File: src/rtl/cmp_irq_pkg.sv
`timescale 1ns/1ps
package cmp_irq_pkg;

    // Power-mode state, encoded as the pm_mode request code
    typedef enum logic [1:0] {
        PM_RUN  = 2'd0,
        PM_IDLE = 2'd1,
        PM_PDN  = 2'd2,
        PM_TOT  = 2'd3
    } pm_state_e;

    // Per-channel output state
    typedef enum logic [1:0] {
        CH_OFF = 2'd0,
        CH_LO  = 2'd1,
        CH_HI  = 2'd2
    } ch_state_e;

    localparam int SYNC_DEPTH = 2;

endpackage

File: src/rtl/cmp_sync.sv
`timescale 1ns/1ps
module cmp_sync #(
    parameter int   STAGES  = 2,
    parameter logic RST_VAL = 1'b1
) (
    input  logic clk,
    input  logic rst_n,
    input  logic d,
    output logic q
);
    logic [STAGES-1:0] pipe;

    genvar g;
    generate
        for (g = 0; g < STAGES; g++) begin : g_stage
            if (g == 0) begin : g_first
                always_ff @(posedge clk or negedge rst_n) begin
                    if (!rst_n) pipe[0] <= RST_VAL;
                    else        pipe[0] <= d;
                end
            end else begin : g_rest
                always_ff @(posedge clk or negedge rst_n) begin
                    if (!rst_n) pipe[g] <= RST_VAL;
                    else        pipe[g] <= pipe[g-1];
                end
            end
        end
    endgenerate

    assign q = pipe[STAGES-1];
endmodule

File: src/rtl/cmp_chan.sv
`timescale 1ns/1ps
module cmp_chan
    import cmp_irq_pkg::*;
(
    input  logic clk,
    input  logic rst_n,
    input  logic smp,      // synchronized comparator decision
    input  logic en_eff,   // effective enable after power gating
    input  logic clr,      // flag clear strobe
    output logic out,
    output logic flag
);
    ch_state_e state, nxt;
    logic      out_nxt;
    logic      change;

    // State register
    always_ff @(posedge clk or negedge rst_n) begin
        if (!rst_n) state <= CH_OFF;
        else        state <= nxt;
    end

    // Next-state logic
    always_comb begin
        nxt = state;
        unique case (state)
            CH_OFF: begin
                if (en_eff) nxt = smp ? CH_HI : CH_LO;
            end
            CH_LO: begin
                if (!en_eff)  nxt = CH_OFF;
                else if (smp) nxt = CH_HI;
            end
            CH_HI: begin
                if (!en_eff)   nxt = CH_OFF;
                else if (!smp) nxt = CH_LO;
            end
            default: nxt = CH_OFF;
        endcase
    end

    // Output decode and change detection
    always_comb begin
        out     = (state != CH_LO);
        out_nxt = (nxt != CH_LO);
        change  = out ^ out_nxt;
    end

    // Sticky flag: a set on the same edge beats a clear
    always_ff @(posedge clk or negedge rst_n) begin
        if (!rst_n) flag <= 1'b0;
        else        flag <= (flag & ~clr) | change;
    end
endmodule

File: src/rtl/cmp_pm_fsm.sv
`timescale 1ns/1ps
module cmp_pm_fsm
    import cmp_irq_pkg::*;
(
    input  logic       clk,
    input  logic       rst_n,
    input  logic [1:0] req,
    output logic       low_pwr,  // idle or power-down
    output logic       total_pd
);
    pm_state_e state, nxt;

    always_ff @(posedge clk or negedge rst_n) begin
        if (!rst_n) state <= PM_RUN;
        else        state <= nxt;
    end

    always_comb begin
        unique case (req)
            2'd0:    nxt = PM_RUN;
            2'd1:    nxt = PM_IDLE;
            2'd2:    nxt = PM_PDN;
            default: nxt = PM_TOT;
        endcase
    end

    always_comb begin
        low_pwr  = 1'b0;
        total_pd = 1'b0;
        unique case (state)
            PM_RUN:  ;
            PM_IDLE: low_pwr = 1'b1;
            PM_PDN:  low_pwr = 1'b1;
            PM_TOT:  total_pd = 1'b1;
            default: ;
        endcase
    end
endmodule

File: src/rtl/cmp_irq_ctrl.sv
`timescale 1ns/1ps
module cmp_irq_ctrl
    import cmp_irq_pkg::*;
#(
    parameter int NCH = 2
) (
    input  logic           clk,
    input  logic           rst_n,
    input  logic [NCH-1:0] raw_in,
    input  logic [NCH-1:0] ch_en,
    input  logic           pwr_off,
    input  logic [NCH-1:0] clr_flag,
    input  logic           cie,
    input  logic           gie,
    input  logic [1:0]     pm_mode,
    output logic [NCH-1:0] cmp_out,
    output logic [NCH-1:0] cmp_flag,
    output logic           irq,
    output logic           wake
);
    logic           low_pwr;
    logic           total_pd;
    logic [NCH-1:0] smp;
    logic [NCH-1:0] en_eff;

    cmp_pm_fsm u_pm (
        .clk      (clk),
        .rst_n    (rst_n),
        .req      (pm_mode),
        .low_pwr  (low_pwr),
        .total_pd (total_pd)
    );

    genvar c;
    generate
        for (c = 0; c < NCH; c++) begin : g_ch
            cmp_sync #(.STAGES(SYNC_DEPTH), .RST_VAL(1'b1)) u_sync (
                .clk   (clk),
                .rst_n (rst_n),
                .d     (raw_in[c]),
                .q     (smp[c])
            );

            assign en_eff[c] = ch_en[c] & ~pwr_off & ~total_pd;

            cmp_chan u_chan (
                .clk    (clk),
                .rst_n  (rst_n),
                .smp    (smp[c]),
                .en_eff (en_eff[c]),
                .clr    (clr_flag[c]),
                .out    (cmp_out[c]),
                .flag   (cmp_flag[c])
            );
        end
    endgenerate

    assign irq  = (|cmp_flag) & cie & gie;
    assign wake = low_pwr & irq;
endmodule

File: config.mk
export PLATFORM = sky130hd
export DESIGN_NAME = cmp_irq_ctrl
export DESIGN_NICKNAME = d
export VERILOG_FILES = /design/src/rtl/cmp_irq_pkg.sv /design/src/rtl/cmp_sync.sv /design/src/rtl/cmp_chan.sv /design/src/rtl/cmp_pm_fsm.sv /design/src/rtl/cmp_irq_ctrl.sv
export SDC_FILE = /design/constraint.sdc
export NUM_CORES = 1
export LEC_CHECK = 0
export BUFFER_PORTS_ARGS = -buffer_cell sky130_fd_sc_hd__buf_2
export CORE_AREA = 3 3 40 42
export CTS_BUF_LIST = sky130_fd_sc_hd__clkbuf_16
export DETAILED_ROUTE_END_ITERATION = 6
export DIE_AREA = 0 0 43 45
export GPL_ROUTABILITY_DRIVEN = 0
export HOLD_SLACK_MARGIN = 0.06
export PLACE_DENSITY = 0.71
export SYNTH_ARGS = -nofsm -noshare
export SYNTH_HDL_FRONTEND = slang
export SYNTH_SLANG_ARGS = --single-unit
File: constraint.sdc
create_clock -name clk -period 3.77 [get_ports clk]
set_clock_uncertainty 0.05 [all_clocks]
set_input_delay 0 -clock clk [delete_from_list [all_inputs] [get_ports clk]]
set_output_delay 0 -clock clk [all_outputs]
set_load 0.01 [all_outputs]
==> flow_summary.yaml, run 1 <==
grt:
  grt_first_pass_wirelength_mm: 1.587
  busiest_layer: "met2"
  grt_util_met1: 0.1221
  grt_max_degree: 13
  grt_usage: 0.1196
  grtUsageMet2: 0.1946
  globalRouteOverflowTotal: 0
  use_met3: 0.06375
  antenna_found_initial: 0
  grt_pass1_vias: 390
die:
  rows: 13
  ios: 19
  fp.dieH_microns: 45
  core_area_sq_um: 1285
  start_util: 0.4041
  die_w_microns: 43
  die-area_sq_um: 1935
placement:
  port_buffers: 18
  hpwl_microns: 587.5
run:
  max-cap-violations: 0
synth:
  synth_nets: 53
  synth.most_common_cell: "dfrtp_1"
  synth_top_cell_area_share: 0.3855
  yosysSeqAreaShare: 0.5880
  syn_inst: 39
  ys_warn_count: 0
  synthTopCellsByCount: "8 x dfrtp_1, 4 x buf_4, 4 x dfstp_2"
  ys_async_sr_fraction: 1.000
  synth.distinct_cells: 20
  synth_largest_area_cell: "dfrtp_1"
  synth_area_leaders: "dfrtp_1 39%, dfstp_2 20%, buf_4 5.8%"
  synth_flop_cell: "dfrtp_1"
  syn_area_per_cell_sq_um: 13.31
  synth_seq_cells: 12
  synth_edf_count: 0
  netlist_area_sq_um: 519.2
sta:
  setup_viol: 0
  finalCritPeriodShare: 0.5019
  fmax_mhz: 528.4
  drv_slew: 0
  rsz0062_at_grt: "no"
  slew_headroom: 0.7351
  worstMarginPinSlew_ps: 396.5
  fin_crit_ps: 1892
  setup_tns_ps: 0
  finalHoldViolCount: 0
  hold_ws_ps: 114.3
worst_setup_path:
  cp_max_fo: 3
  worstReg2RegEnd: "g_ch[1].u_chan.flag"
  worst-setup-path-type: "input pin to flop"
  cp_cell_sequence: "dlygate4sd3_1 -> buf_2 -> nand2b_4 -> dlygate4sd3_1 -> a2111oi_2 -> mux2i_1"
  critPathMostFrequentCell: "dlygate4sd3_1"
  cpPeakStageDelay_ps: 590
  r2r_setup_slack_ps: 2250
  crit_required_ps: 3880
  cp_num_buf_inv: 3
  rr_startpoint: "u_pm.state[0]"
  critPathTopFamily: "buffers and inverters"
  reg2reg_depth: 4
  end_kind: "flop"
  startpoint_type: "input pin"
  critPathArrivalTime_ps: 2000
  cp_slowest_cell: "dlygate4sd3_1"
route:
  dr.first_iter.drc_count: 11
  ant_nets: 0
  routed_wl_microns: 885
  wl_per_cell_microns: 10.93
  avgViaCountPerCell: 4.580
  via_count: 371
  first_pass_iters: 2
  drcViolationCount: 0
clocking:
  clockBufferDepth: 2
  cts_tree: "yes"
  clkTransAtPathRegs_ps: 40
  root_buffer: "clkbuf_16"
  numClockSinks: 12
  htreeDepth: 1
  cts-buffers-inserted: 3
  insertion_delay_ps: 230
finish:
  insertedDiodeCount: 0
  design.final.nets: 81
  drive_above_1_share: 0.4697
  area_growth_pct: 50.12
hold_path:
  hold_class: "input pin to async pin"
power_and_ir_drop:
  leakage_nw: 0.3721
  peakVddDrop_mv: 0.4100
  power.density_nw_per_um2: 474.6
run_status:
  outcome: "complete, no violations"
[metal layers]
metal	vias to the layer above	part of all wire	wire, microns
li1	184	-	-
met1	171	0.40	355
met2	16	0.51	448
met3	0	0.092	81
met4	0	0	0
met5	-	0	0
[power breakdown]
group	leakage, nW	switching [mW]	internal [mW]
clock	0.0385	0.0503	0.139
sequential	0.145	0.00462	0.138
combinational	0.188	0.0149	0.0226
total	0.372	0.0699	0.300
[worst max path at each step]
stage | startpoint | end | cells past startpoint | slack (ps)
6_report | pwr_off | g_ch[0].u_chan.flag | 6 | 1880
5_1_grt | pwr_off | g_ch[0].u_chan.flag | 6 | 1790
4_1_cts | pwr_off | g_ch[0].u_chan.flag | 6 | 1890
3_5_place_dp | u_pm.state[0] | g_ch[1].u_chan.flag | 4 | 2260
3_3_place_gp | u_pm.state[0] | g_ch[1].u_chan.flag | 4 | 2270
2_1_floorplan | u_pm.state[0] | g_ch[1].u_chan.flag | 4 | 2290
[flip-flops by register name (all words and copies together), names as in the netlist]
register and count:
g_ch.u_chan.flag 2, g_ch.u_chan.state 4, g_ch.u_sync.pipe 2, g_ch.u_sync.q 2, u_pm.state 2
[kinds of logic after synthesis]
kind of cell,Yosys count,share of synthesized area
fa+ha+maj,1,0.02409
flops,12,0.5879
buf+inv,9,0.09398
simple gates,9,0.1518
compound gates,7,0.1229
mux,1,0.01928
[layout by cell type, fill, tap and decap left out]
master	instances
nor2b_1	1
dfrtp_1	8
ha_1	1
dfstp_2	4
a21oi_1	3
nand2b_1	2
inv_1	3
or4b_4	1
a2111oi_0	1
dlygate4sd3_1	11
buf_2	18
a2111oi_2	1
nand2b_4	1
nor2_1	1
clkinv_1	1
mux2i_1	1
clkbuf_16	3
and4b_2	1
and2_1	1
o211a_1	1
nand3b_2	1
o221ai_2	1
[stage by stage]
| step | power (mW) | cells | utilization | instance area (sq um) | setup WS [ps] |
|---|---|---|---|---|---|
| after floorplan | 0.1632 | 39 | - | 519.2 | 2295 |
| after global placement | 0.1731 | 66 | 0.4596 | 590.6 | 2273 |
| after detailed placement | 0.1739 | 66 | 0.4596 | 590.6 | 2257 |
| after CTS | 0.3768 | 81 | 0.6066 | 779.5 | 1888 |
| after global routing | 0.3932 | 81 | 0.6066 | 779.5 | 1792 |
| final | 0.3699 | 81 | 0.6066 | 779.5 | 1878 |
[area by class of cell]
class,count,area (sq um)
multi-input combinational,18,165.2
sequential,12,305.3
clock inverter,1,3.754
inverter,3,11.26
fill,110,505.5
timing repair buffer,29,200.2
tap,15,18.77
clock buffer,3,75.07
[worst reg2reg max path: cells and delay by family (launching register included)]
kind / cells / cell delay [ps]
and+or+nand+nor: 2 / 680
DFF: 1 / 350
AOI/OAI and AO/OA: 1 / 80
adders and majority gates: 1 / 240
[what timing repair did]
| action | CTS | global route |
|---|---|---|
| hold endpoints to repair | 22 | 0 |
| setup buffers | 0 | 0 |
| gates resized for setup | 0 | 0 |
| hold buffers | 11 | 0 |
(Power assumes the default switching activity.)
==> inputs of run 2 (changes only) <==
--- a/config.mk
+++ b/config.mk
@@ -6,13 +6,13 @@
 export NUM_CORES = 1
 export LEC_CHECK = 0
 export BUFFER_PORTS_ARGS = -buffer_cell sky130_fd_sc_hd__buf_2
-export CORE_AREA = 3 3 40 42
+export CORE_MARGIN = 3
+export CORE_UTILIZATION = 40
 export CTS_BUF_LIST = sky130_fd_sc_hd__clkbuf_16
 export DETAILED_ROUTE_END_ITERATION = 6
-export DIE_AREA = 0 0 43 45
 export GPL_ROUTABILITY_DRIVEN = 0
 export HOLD_SLACK_MARGIN = 0.06
-export PLACE_DENSITY = 0.71
+export PLACE_DENSITY = 0.75
 export SYNTH_ARGS = -nofsm -noshare
 export SYNTH_HDL_FRONTEND = slang
 export SYNTH_SLANG_ARGS = --single-unit
==> constraint.sdc (replaced) <==
create_clock -name clk -period 1.7 [get_ports clk]
set_clock_uncertainty 0.05 [all_clocks]
set_input_delay 0 -clock clk [delete_from_list [all_inputs] [get_ports clk]]
set_output_delay 0 -clock clk [all_outputs]
set_load 0.01 [all_outputs]
==> run 2 against run 1 <==
  * Design area increased by 0.96%
  * Via count grew 1.3%
  * Sequential share of layout area shrank 0.37 points
  * Largest cell class unchanged
  * Highest routed layer is now met4
==> flow_summary.yaml, run 2 (synthesis results as in run 1) <==
run_status:
  outcome: "complete, no violations"
finish:
  top_register: "g_ch.u_chan.state"
  insertedDiodeCount: 0
  drive_above_1_share: 0.4769
  largest_reg_flops: 4
  instances_no_fill: 79
  final_cell_mix: "18 x buf_2, 11 x dlygate4sd3_1, 8 x dfrtp_1, 4 x dfstp_2"
  area_growth_pct: 51.57
  design.final.nets: 81
  layout_commonest_cell: "buf_2"
placement:
  hpwl_microns: 650.6
  placed_cells_incl_taps: 65
  port_buffers: 18
sta:
  rsz0062_at_grt: "no"
  slew_headroom: 0.7738
  finalHoldViolCount: 0
  setup_viol: 0
  drv_slew: 0
  fmax_mhz: 622.4
  finalCritPeriodShare: 0.9451
  worstMarginPinSlew_ps: 330.7
  setup_tns_ps: 0
  fin_crit_ps: 1607
worst_setup_path:
  crit_required_ps: 1820
  r2r_setup_slack_ps: 120
  critPathTopFamily: "buffers and inverters"
  cp_cell_sequence: "dlygate4sd3_1 -> buf_2 -> nand2b_4 -> a2111oi_4 -> dlygate4sd3_1"
  worst-setup-path-type: "input pin to flop"
  cpPeakStageDelay_ps: 600
  reg2reg_depth: 3
  startpoint_type: "input pin"
  end_kind: "flop"
  cp_slowest_cell: "dlygate4sd3_1"
  critPathArrivalTime_ps: 1730
  worstReg2RegEnd: "g_ch[0].u_chan.state[0]"
  rr_startpoint: "u_pm.state[0]"
  cp_num_buf_inv: 3
  critPathMostFrequentCell: "dlygate4sd3_1"
  cp_max_fo: 3
  cp_num_cells: 5
clocking:
  root_buffer: "clkbuf_16"
  postCtsSetupRepairBufs: 0
  clockBufferDepth: 2
  htreeDepth: 1
  cts-buffers-inserted: 3
  numClockSinks: 12
  cts_tree: "yes"
  clkTransAtPathRegs_ps: 40
  insertion_delay_ps: 230
power_and_ir_drop:
  intPower_mw: 0.6620
  leakage_nw: 0.3749
  p_comb_frac: 0.105
  power_switching_share: 0.1845
  power.net_switching_mw: 0.1498
  p_clk_frac: 0.503
  power.density_nw_per_um2: 1031
  sequentialPowerShare: 0.392
  peakVddDrop_mv: 0.7172
hold_path:
  hold_class: "input pin to async pin"
die:
  start_util: 0.4491
  ios: 19
  fp.dieH_microns: 42.03
  rows: 12
  die_w_microns: 42.03
  die-area_sq_um: 1767
  core_area_sq_um: 1156
route:
  wl_per_cell_microns: 11.37
  via_count: 376
  ant_nets: 0
  avgViaCountPerCell: 4.759
  drcViolationCount: 0
  routed_wl_microns: 898
  dr.first_iter.drc_count: 1
  first_pass_iters: 2
run:
  max-cap-violations: 0
grt:
  grt_first_pass_wirelength_mm: 1.621
  antenna_found_initial: 0
  grt_max_degree: 13
  globalRouteOverflowTotal: 0
  grt_pass1_vias: 405
  grt_usage: 0.1224
==> run 2: power by group through the flow <==
stage	Clock [mW]	Combinational [mW]	Sequential [mW]
after CTS	0.419	0.0846	0.317
after detailed placement	0	0.0661	0.321
final	0.409	0.0850	0.318
after floorplan	0	0.0432	0.319
after global placement	0	0.0639	0.320
after global routing	0.428	0.0937	0.321
==> run 2: worst max-delay path by stage <==
stage,startpoint,end
floorplan,u_pm.state[0],g_ch[1].u_chan.flag
global placement,u_pm.state[0],g_ch[1].u_chan.flag
detailed placement,u_pm.state[0],g_ch[1].u_chan.flag
CTS,pwr_off,g_ch[0].u_chan.state[0]
global route,pwr_off,g_ch[0].u_chan.state[0]
finish,pwr_off,g_ch[0].u_chan.state[0]
==> run 2: per-layer routing <==
layer,vias up,part of all wire,GRT usage
met5,-,0,0
met1,175,0.39,0.1350
met4,0,0.016,0.09317
met2,16,0.53,0.2037
li1,183,-,-
met3,2,0.065,0.02575
==> run 2: area by class of cell <==
class | count | area (sq um)
well taps | 14 | 17.52
inverters | 3 | 11.26
flip-flops and latches | 12 | 305.3
multi-input cells | 18 | 177.7
repair buffers | 29 | 200.2
fillers | 92 | 369.1
clock buffers | 3 | 75.07
==> run 2: through the flow <==
stage	area [sq um]	hold WS [ps]	setup WS [ps]	utilization	power, mW
6_report	787.0	130.3	93.26	0.6807	0.8117
5_1_grt	787.0	156.9	15.61	0.6807	0.8433
4_1_cts	774.5	122.2	42.45	0.6699	0.8209
3_5_place_dp	589.3	-160.4	166.9	0.5097	0.3871
3_3_place_gp	589.3	-163.1	205.9	0.5097	0.3842
2_1_floorplan	519.2	-345.6	224.8	-	0.3620
==> run 2: repair_timing <==
item	CTS	global route
setup endpoints to repair	0	1
hold buffers	11	0
endpoints found under the hold margin	22	0
gates resized for setup	0	1
==> run 2: worst reg2reg max path, stage by stage, from the launching register on <==
cell and delay, ps:
dfrtp_1 350, ha_1 260, a2111oi_4 250, dlygate4sd3_1 600
